[config.mk]
export PLATFORM = sky130hd
export DESIGN_NAME = gamma_pwl
export DESIGN_NICKNAME = d
export VERILOG_FILES = /design/src/rtl/gamma_pwl_pkg.sv /design/src/rtl/gamma_regbank.sv /design/src/rtl/gamma_seg_eval.sv /design/src/rtl/gamma_pwl.sv
export SDC_FILE = /design/constraint.sdc
export NUM_CORES = 1
export LEC_CHECK = 0
export ABC_AREA = 1
export BUFFER_PORTS_ARGS = -buffer_cell sky130_fd_sc_hd__buf_2
export CELL_PAD_IN_SITES_DETAIL_PLACEMENT = 2
export CELL_PAD_IN_SITES_GLOBAL_PLACEMENT = 2
export CORE_UTILIZATION = 35
export CTS_CLUSTER_DIAMETER = 80
export DETAILED_ROUTE_END_ITERATION = 8
export HOLD_SLACK_MARGIN = 0.08
export PLACE_DENSITY_LB_ADDON = 0.1
export SKIP_LAST_GASP = 1
export SLEW_MARGIN = 20
export SYNTH_ARGS = -nofsm -noshare
export SYNTH_HDL_FRONTEND = slang
export SYNTH_SLANG_ARGS = --single-unit
[constraint.sdc]
create_clock -name clk -period 3.9 [get_ports clk]
set_input_delay 0.39 -clock clk [delete_from_list [all_inputs] [get_ports clk]]
set_output_delay 0.39 -clock clk [all_outputs]
set_load 0.005 [all_outputs]
[src/rtl/gamma_pwl_pkg.sv]
// Shared types for the gamma curve generator.
// Assumes: flags travel alongside data through each pipeline stage.
package gamma_pwl_pkg;

    // Sideband flags that accompany every pixel through the pipeline
    typedef struct packed {
        logic valid;
        logic hsync;
        logic vsync;
    } pix_flags_t;

    localparam int NUM_CH = 3;

endpackage

[src/rtl/gamma_regbank.sv]
// Segment table with staging and live copies.
// Writes land in the staging copy. A load pulse copies the whole staging
// copy into the live copy in one cycle. Both copies reset to the identity curve.
// Assumes: SLOPE_W <= DATA_W, and STEP_SH == FRAC_W for the identity to be exact.
module gamma_regbank #(
    parameter int DATA_W   = 8,
    parameter int SEG_BITS = 4,
    parameter int SLOPE_W  = 8,
    parameter int FRAC_W   = 4
) (
    input  logic                clk,
    input  logic                rst_n,
    input  logic                wr_en,
    input  logic                wr_sel,
    input  logic [SEG_BITS-1:0] wr_seg,
    input  logic [DATA_W-1:0]   wr_data,
    input  logic                load,
    output logic [DATA_W-1:0]   act_base  [2**SEG_BITS],
    output logic [SLOPE_W-1:0]  act_slope [2**SEG_BITS]
);
    localparam int SEG_N   = 2**SEG_BITS;
    localparam int STEP_SH = DATA_W - SEG_BITS;

    logic [DATA_W-1:0]  shd_base  [SEG_N];
    logic [SLOPE_W-1:0] shd_slope [SEG_N];

    // Staging copy: reset to identity, then take writes
    always_ff @(posedge clk) begin
        for (int k = 0; k < SEG_N; k++) begin
            if (!rst_n) begin
                shd_base[k]  <= DATA_W'(k << STEP_SH);
                shd_slope[k] <= SLOPE_W'(1 << FRAC_W);
            end else if (wr_en && wr_seg == SEG_BITS'(k)) begin
                if (!wr_sel) shd_base[k]  <= wr_data;
                else         shd_slope[k] <= wr_data[SLOPE_W-1:0];
            end
        end
    end

    // Live copy: reset to identity, then refresh from staging on a load
    always_ff @(posedge clk) begin
        for (int k = 0; k < SEG_N; k++) begin
            if (!rst_n) begin
                act_base[k]  <= DATA_W'(k << STEP_SH);
                act_slope[k] <= SLOPE_W'(1 << FRAC_W);
            end else if (load) begin
                act_base[k]  <= shd_base[k];
                act_slope[k] <= shd_slope[k];
            end
        end
    end

endmodule

[src/rtl/gamma_seg_eval.sv]
// Two-stage evaluator for one colour component.
// Stage 1 looks up the segment and forms the rounded product of slope and offset.
// Stage 2 adds the start level and saturates.
// Assumes: the live table is stable for the pixel's stage-1 cycle.
module gamma_seg_eval #(
    parameter int DATA_W   = 8,
    parameter int SEG_BITS = 4,
    parameter int SLOPE_W  = 8,
    parameter int FRAC_W   = 4
) (
    input  logic               clk,
    input  logic               rst_n,
    input  logic [DATA_W-1:0]  pix_in,
    input  logic [DATA_W-1:0]  act_base  [2**SEG_BITS],
    input  logic [SLOPE_W-1:0] act_slope [2**SEG_BITS],
    output logic [DATA_W-1:0]  pix_out
);
    localparam int LOW_W  = DATA_W - SEG_BITS;
    localparam int PROD_W = SLOPE_W + LOW_W + 1;
    localparam int SUM_W  = ((PROD_W > DATA_W) ? PROD_W : DATA_W) + 1;
    localparam int RND    = 1 << (FRAC_W - 1);
    localparam logic [DATA_W-1:0] MAX_V = '1;

    logic [SEG_BITS-1:0] seg;
    logic [LOW_W-1:0]    low;
    logic [DATA_W-1:0]   base_q;
    logic [PROD_W-1:0]   prod_q;
    logic [SUM_W-1:0]    sum;

    // Split the component into segment index and in-segment offset
    always_comb begin
        seg = pix_in[DATA_W-1 -: SEG_BITS];
        low = pix_in[LOW_W-1:0];
    end

    // Stage 1: fetch start level, form rounded slope product
    always_ff @(posedge clk) begin
        if (!rst_n) begin
            base_q <= '0;
            prod_q <= '0;
        end else begin
            base_q <= act_base[seg];
            prod_q <= PROD_W'(act_slope[seg]) * PROD_W'(low) + PROD_W'(RND);
        end
    end

    // Stage 2 sum: start level plus integer part of the product
    always_comb sum = SUM_W'(base_q) + SUM_W'(prod_q >> FRAC_W);

    // Stage 2 register: saturate to the top code
    always_ff @(posedge clk) begin
        if (!rst_n)                         pix_out <= '0;
        else if (sum > SUM_W'(MAX_V))       pix_out <= MAX_V;
        else                                pix_out <= sum[DATA_W-1:0];
    end

endmodule

[src/rtl/gamma_pwl.sv]
// Top of the gamma curve generator.
// Applies one shared piecewise-linear curve to R, G and B with a fixed 2-clock
// latency. A rising vsync edge loads the staged table into the live table.
// Assumes: one pixel per clock at most, qualified by in_valid.
module gamma_pwl
    import gamma_pwl_pkg::*;
#(
    parameter int DATA_W   = 8,
    parameter int SEG_BITS = 4,
    parameter int SLOPE_W  = 8,
    parameter int FRAC_W   = 4
) (
    input  logic                clk,
    input  logic                rst_n,
    input  logic                in_valid,
    input  logic                in_hsync,
    input  logic                in_vsync,
    input  logic [DATA_W-1:0]   in_r,
    input  logic [DATA_W-1:0]   in_g,
    input  logic [DATA_W-1:0]   in_b,
    input  logic                wr_en,
    input  logic [SEG_BITS:0]   wr_addr,
    input  logic [DATA_W-1:0]   wr_data,
    output logic                out_valid,
    output logic                out_hsync,
    output logic                out_vsync,
    output logic [DATA_W-1:0]   out_r,
    output logic [DATA_W-1:0]   out_g,
    output logic [DATA_W-1:0]   out_b
);
    localparam int SEG_N = 2**SEG_BITS;

    logic               vs_q;
    logic               tbl_load;
    logic [DATA_W-1:0]  act_base  [SEG_N];
    logic [SLOPE_W-1:0] act_slope [SEG_N];
    logic [DATA_W-1:0]  ch_in  [NUM_CH];
    logic [DATA_W-1:0]  ch_out [NUM_CH];
    pix_flags_t         flg_s1, flg_s2;

    // Remember previous vsync for edge detection
    always_ff @(posedge clk) begin
        if (!rst_n) vs_q <= 1'b0;
        else        vs_q <= in_vsync;
    end

    // Load the live table on a rising vsync
    always_comb tbl_load = in_vsync & ~vs_q;

    gamma_regbank #(
        .DATA_W(DATA_W), .SEG_BITS(SEG_BITS), .SLOPE_W(SLOPE_W), .FRAC_W(FRAC_W)
    ) u_regs (
        .clk       (clk),
        .rst_n     (rst_n),
        .wr_en     (wr_en),
        .wr_sel    (wr_addr[SEG_BITS]),
        .wr_seg    (wr_addr[SEG_BITS-1:0]),
        .wr_data   (wr_data),
        .load      (tbl_load),
        .act_base  (act_base),
        .act_slope (act_slope)
    );

    // Gather the components for the per-channel evaluators
    always_comb begin
        ch_in[0] = in_r;
        ch_in[1] = in_g;
        ch_in[2] = in_b;
    end

    for (genvar c = 0; c < NUM_CH; c++) begin : g_ch
        gamma_seg_eval #(
            .DATA_W(DATA_W), .SEG_BITS(SEG_BITS), .SLOPE_W(SLOPE_W), .FRAC_W(FRAC_W)
        ) u_eval (
            .clk       (clk),
            .rst_n     (rst_n),
            .pix_in    (ch_in[c]),
            .act_base  (act_base),
            .act_slope (act_slope),
            .pix_out   (ch_out[c])
        );
    end

    // Delay the flags through the same two stages as the data
    always_ff @(posedge clk) begin
        if (!rst_n) begin
            flg_s1 <= '0;
            flg_s2 <= '0;
        end else begin
            flg_s1 <= '{valid: in_valid, hsync: in_hsync, vsync: in_vsync};
            flg_s2 <= flg_s1;
        end
    end

    // Drive the output ports
    always_comb begin
        out_valid = flg_s2.valid;
        out_hsync = flg_s2.hsync;
        out_vsync = flg_s2.vsync;
        out_r     = ch_out[0];
        out_g     = ch_out[1];
        out_b     = ch_out[2];
    end

endmodule

==> reports/results.txt <==
The logs give 0 for the number of violations of the max-capacitance limit and 30100 for the routed via count. The synthesized design contains 256 enable-type register cells. The final hold violation count is 0, and the count of nets left with antenna violations after detail routing is 0. 70 I/O pins were placed. The root buffer cell is sky130_fd_sc_hd__clkbuf_16. After synthesis the cells add up to 30700 sq um.

In the routed layout, each cell is associated on average with a via count of 5.66. After clock tree synthesis, the clock-pin slew on the worst setup and hold paths is 0.06 ns. Cell type with the highest aggregate area in the netlist: sky130_fd_sc_hd__edfxtp_1. The fraction of layout cells with a size suffix above 1 was 0.226; the total power after layout was 0.0191 W. The nature of the critical path startpoint was a flip-flop. The total routing usage reported by global routing was 0.315; the largest net degree at the start of global routing was 182. The logs give 12 for the initial antenna violation count and 32400 for the number of global-route vias before repair.

By area the synthesized netlist is led by sky130_fd_sc_hd__edfxtp_1, sky130_fd_sc_hd__dfxtp_1, sky130_fd_sc_hd__o21ai_0. Synthesis produced a netlist with a net count of 4040. The number of H-tree levels is 3, and the floorplan die width is 298 um.

0 antenna diodes ended up in the layout. TritonCTS built the clock tree. The first TritonRoute pass finished after 5 iterations.

Setup repair after global routing could not meet its margin everywhere. The total overflow left after global routing is 0. In the synthesized netlist the dominant register cell turns out to be sky130_fd_sc_hd__dfxtp_1. The starting utilization of the core area is 0.354. Total power density per cell area: 495 nW/um^2. Portion of the post-synthesis area used by sequential elements: 0.470. The flow ran to the end, but the final reports show violations. In this run the worst path has a maximum fanout of 3.

The tools report the clock latency on the worst-skew pair as 0.65 ns. The floorplan step defined a die boundary enclosing 88900 sq um. The async set-reset flop share out of synthesis was 0; the final wirelength was 144000 um. OpenSTA, run right after detailed placement, puts the worst setup slack at -0.928 ns. In this run the cell area measured after placement is 34200 sq um. The synthesized design contains 593 register bits. Setup violations remaining at the end of the flow were counted as 12.

The run gives 108 as the cell row count. For the tightest slew margin relative to the limit, the log shows 0.216. Grouping stages by cell kind, the critical path spends the most delay in adder cells. The critical path goes through inv_1, buf_4, nand2_2, nand3_2, nand3_2, nand3_4, buf_4, buf_4, a21oi_2, fa_1, fa_1, ha_1, inv_1, fa_2, inv_2, nand3_2, nand2_2, nand2_2, nand2_2, a21oi_2, nor2_1, o21ai_2, and3_4, nor3_4.

The count of buffers added on input and output ports is 69. In this run, the number of DRC markers left after iteration 0 of detailed routing was 1797. The most numerous cell type found on the critical path is sky130_fd_sc_hd__nand2_2. Counting I/O delays and the setup requirement, the final critical path takes 4.35 ns. The synthesized netlist contains 35 unique library cells.

The synthesized area per cell was 7.94 sq um. The layout has 9573 filler cells. Number of warnings issued by yosys: 0. For the data required time of the critical path, the log shows 4.46 ns. The final reports fail on setup timing. The register-to-register path setup slack came out at -0.45 ns.

Static timing analysis puts the maximum clock frequency at 230 MHz. Share of Yosys cell area claimed by the top area cell type: 0.250. The sort of element at the end of the critical path was a flip-flop. Dividing the detail-routed wire length by the instance count gives 27.1 um. The actual slew at the worst max-slew pin works out to 1.18 ns. The max-slew violation total from the final report was 0. The run gives 71 as the number of buffers created by CTS. The worst clock skew on the final layout is 0.0290 ns. The core region is 86800 sq um. The finished cells cover 38600 sq um. The tools report the count of clock tree sinks as 593. The run gives -0.447 ns as the final critical-path setup slack.

Hold timing on the final database bottoms out at a slack of 0.319 ns. The static power due to leakage is 15.7 nW, and the period utilization is 1.11. In this run the worst hold path is classified as in2reg. The peak supply drop came out at 0.400 mV. The run gives 0 as the post-route DRC violation count. The congestion estimate from routability-driven global placement came to 0.892. The wire-length estimate of the detail-placed layout is 99100 um. In the final design database the tool counted 4276 nets. For the synthesized instance count, the log shows 3865.

The kind of critical path is reg2reg. The maximum number of buffers from clock root to sink is 3, and the y dimension of the die is 298 um. Biggest cell delay along the critical path: 0.54 ns. The tools report the wire length of the first global-routing pass as 210000 um. The area growth from synthesis to layout is 25.6%.

The number of buffers and inverters on the critical path came out at 6. The library cell contributing the largest single delay on the critical path was sky130_fd_sc_hd__fa_1. Data arrival at the endpoint of the critical path: 4.91 ns.
[sequential cells by signal (all words and copies together) (netlist names)]
name                 count
u_regs.shd_base        128
out_vsync                1
g_ch.u_eval.pix_out     24
out_valid                1
out_hsync                1
u_regs.act_slope       128
g_ch.u_eval.base_q      24
flg_s1                   3
u_regs.act_base        128
u_regs.shd_slope       128
g_ch.u_eval.prod_q      27
[Yosys cell counts (all sizes together), types with 3 or more instances]
library cell / number
o21ai: 638
nor2: 666
o2111ai: 3
edfxtp: 256
ha: 90
fa: 42
nand3: 201
clkbuf: 201
o21bai: 3
o21a: 3
xnor2: 9
dfxtp: 337
buf: 80
a211oi: 3
nand4: 7
nand2: 430
clkinv: 4
a21oi: 423
a21o: 5
nor3: 14
o221ai: 36
xor2: 12
o211ai: 94
inv: 304
[what timing repair did]
| action | CTS | global route |
|---|---|---|
| pin swaps | 106 | 101 |
| endpoints found under the hold margin | 4 | 0 |
| endpoints found under the setup margin | 23 | 23 |
| setup buffers | 46 | 15 |
| hold buffers | 4 | 0 |
| resized for setup | 255 | 264 |
[worst paths after layout]
check / from / to / depth (start not counted)
worst max-delay path: u_regs.act_slope[9] / g_ch[2].u_eval.prod_q[11] / 24
worst min-delay path: wr_addr[4] / u_regs.shd_slope[2][4] / 4
worst max register to register: u_regs.act_slope[9] / g_ch[2].u_eval.prod_q[11] / 24
worst min register to register: flg_s1[1] / out_hsync / 2
[placed cells by master, fill, tap and decap left out, types with 8 or more instances in the layout]
cell type / Yosys / routed
sky130_fd_sc_hd__o221ai_1: 36 / 15
sky130_fd_sc_hd__a21oi_2: 0 / 22
sky130_fd_sc_hd__clkbuf_8: 0 / 8
sky130_fd_sc_hd__nand2_4: 0 / 12
sky130_fd_sc_hd__dfxtp_4: 0 / 11
sky130_fd_sc_hd__ha_1: 90 / 65
sky130_fd_sc_hd__nor2_1: 663 / 638
sky130_fd_sc_hd__nand3_2: 0 / 43
sky130_fd_sc_hd__fa_1: 42 / 39
sky130_fd_sc_hd__clkinv_1: 4 / 10
sky130_fd_sc_hd__inv_1: 297 / 242
sky130_fd_sc_hd__nand2_1: 426 / 365
sky130_fd_sc_hd__buf_12: 0 / 27
sky130_fd_sc_hd__clkbuf_1: 201 / 16
sky130_fd_sc_hd__o21ai_1: 1 / 61
sky130_fd_sc_hd__buf_2: 53 / 62
sky130_fd_sc_hd__clkinv_2: 0 / 8
sky130_fd_sc_hd__edfxtp_1: 256 / 256
sky130_fd_sc_hd__buf_4: 8 / 324
sky130_fd_sc_hd__ha_4: 0 / 24
sky130_fd_sc_hd__xor2_1: 12 / 12
sky130_fd_sc_hd__o211ai_1: 94 / 94
sky130_fd_sc_hd__nor2_2: 2 / 19
sky130_fd_sc_hd__nor3_1: 14 / 11
sky130_fd_sc_hd__a21oi_1: 423 / 395
sky130_fd_sc_hd__buf_6: 8 / 25
sky130_fd_sc_hd__nand2_2: 4 / 53
sky130_fd_sc_hd__nor2_4: 1 / 9
sky130_fd_sc_hd__inv_4: 0 / 14
sky130_fd_sc_hd__dfxtp_2: 0 / 53
sky130_fd_sc_hd__o21ai_2: 0 / 27
sky130_fd_sc_hd__o21ai_0: 637 / 544
sky130_fd_sc_hd__nand3_4: 0 / 12
sky130_fd_sc_hd__xnor2_1: 9 / 9
sky130_fd_sc_hd__o221ai_2: 0 / 20
sky130_fd_sc_hd__clkbuf_16: 0 / 74
sky130_fd_sc_hd__inv_2: 7 / 49
sky130_fd_sc_hd__dfxtp_1: 337 / 273
sky130_fd_sc_hd__nand3_1: 201 / 146
[tightest hold or removal path, stage by stage]
cell and delay (ns):
sky130_fd_sc_hd__buf_2 0.22, sky130_fd_sc_hd__nand2_1 0.14, sky130_fd_sc_hd__nor2_1 0.06, sky130_fd_sc_hd__nand2_1 0.05
[area by class of cell]
type	instances	area [sq um]	share of cell area
multi-input combinational	2683	15400	0.399
sequential	593	14500	0.377
timing repair buffer	444	3630	0.0942
clock buffer	98	2020	0.0524
tap	1155	1450	0.0375
inverter	308	1200	0.0310
clock inverter	32	335	0.00869
[logic make-up after synthesis]
logic type / count (synthesis) / synth area share
adder cells (fa/ha/maj): 132 / 0.0641
AO/OA/AOI/OAI: 1209 / 0.211
buffers and inverters: 589 / 0.0771
AND/OR/NAND/NOR: 1321 / 0.172
XOR/XNOR: 21 / 0.00599
flip-flops: 593 / 0.470
[power by group]
part / switching [W] / leakage (nW) / total (W) / internal, W
Combinational: 0.00295 / 9.27 / 0.00486 / 0.00190
Clock: 0.00291 / 1.14 / 0.00684 / 0.00393
Sequential: 0.000363 / 5.28 / 0.00740 / 0.00703
Total: 0.00623 / 15.7 / 0.0191 / 0.0129
[per-layer routing]
metal / wire [um] / GRT usage
met1: 64900 / 0.431
met2: 67500 / 0.513
met3: 7540 / 0.0453
met4: 4310 / 0.0954
met5: 27 / 0
[per-stage QoR]
stage | instances | TNS (ns) | utilization
6_report | 5313 | -1.95 | 0.445
5_1_grt | 5313 | -3.97 | 0.445
4_1_cts | 5302 | -0.783 | 0.434
3_5_place_dp | 5128 | -15.04 | 0.394
3_3_place_gp | 5128 | -12.14 | 0.394
2_1_floorplan | 3865 | -0.117 | -
(Power assumes the default switching activity.)
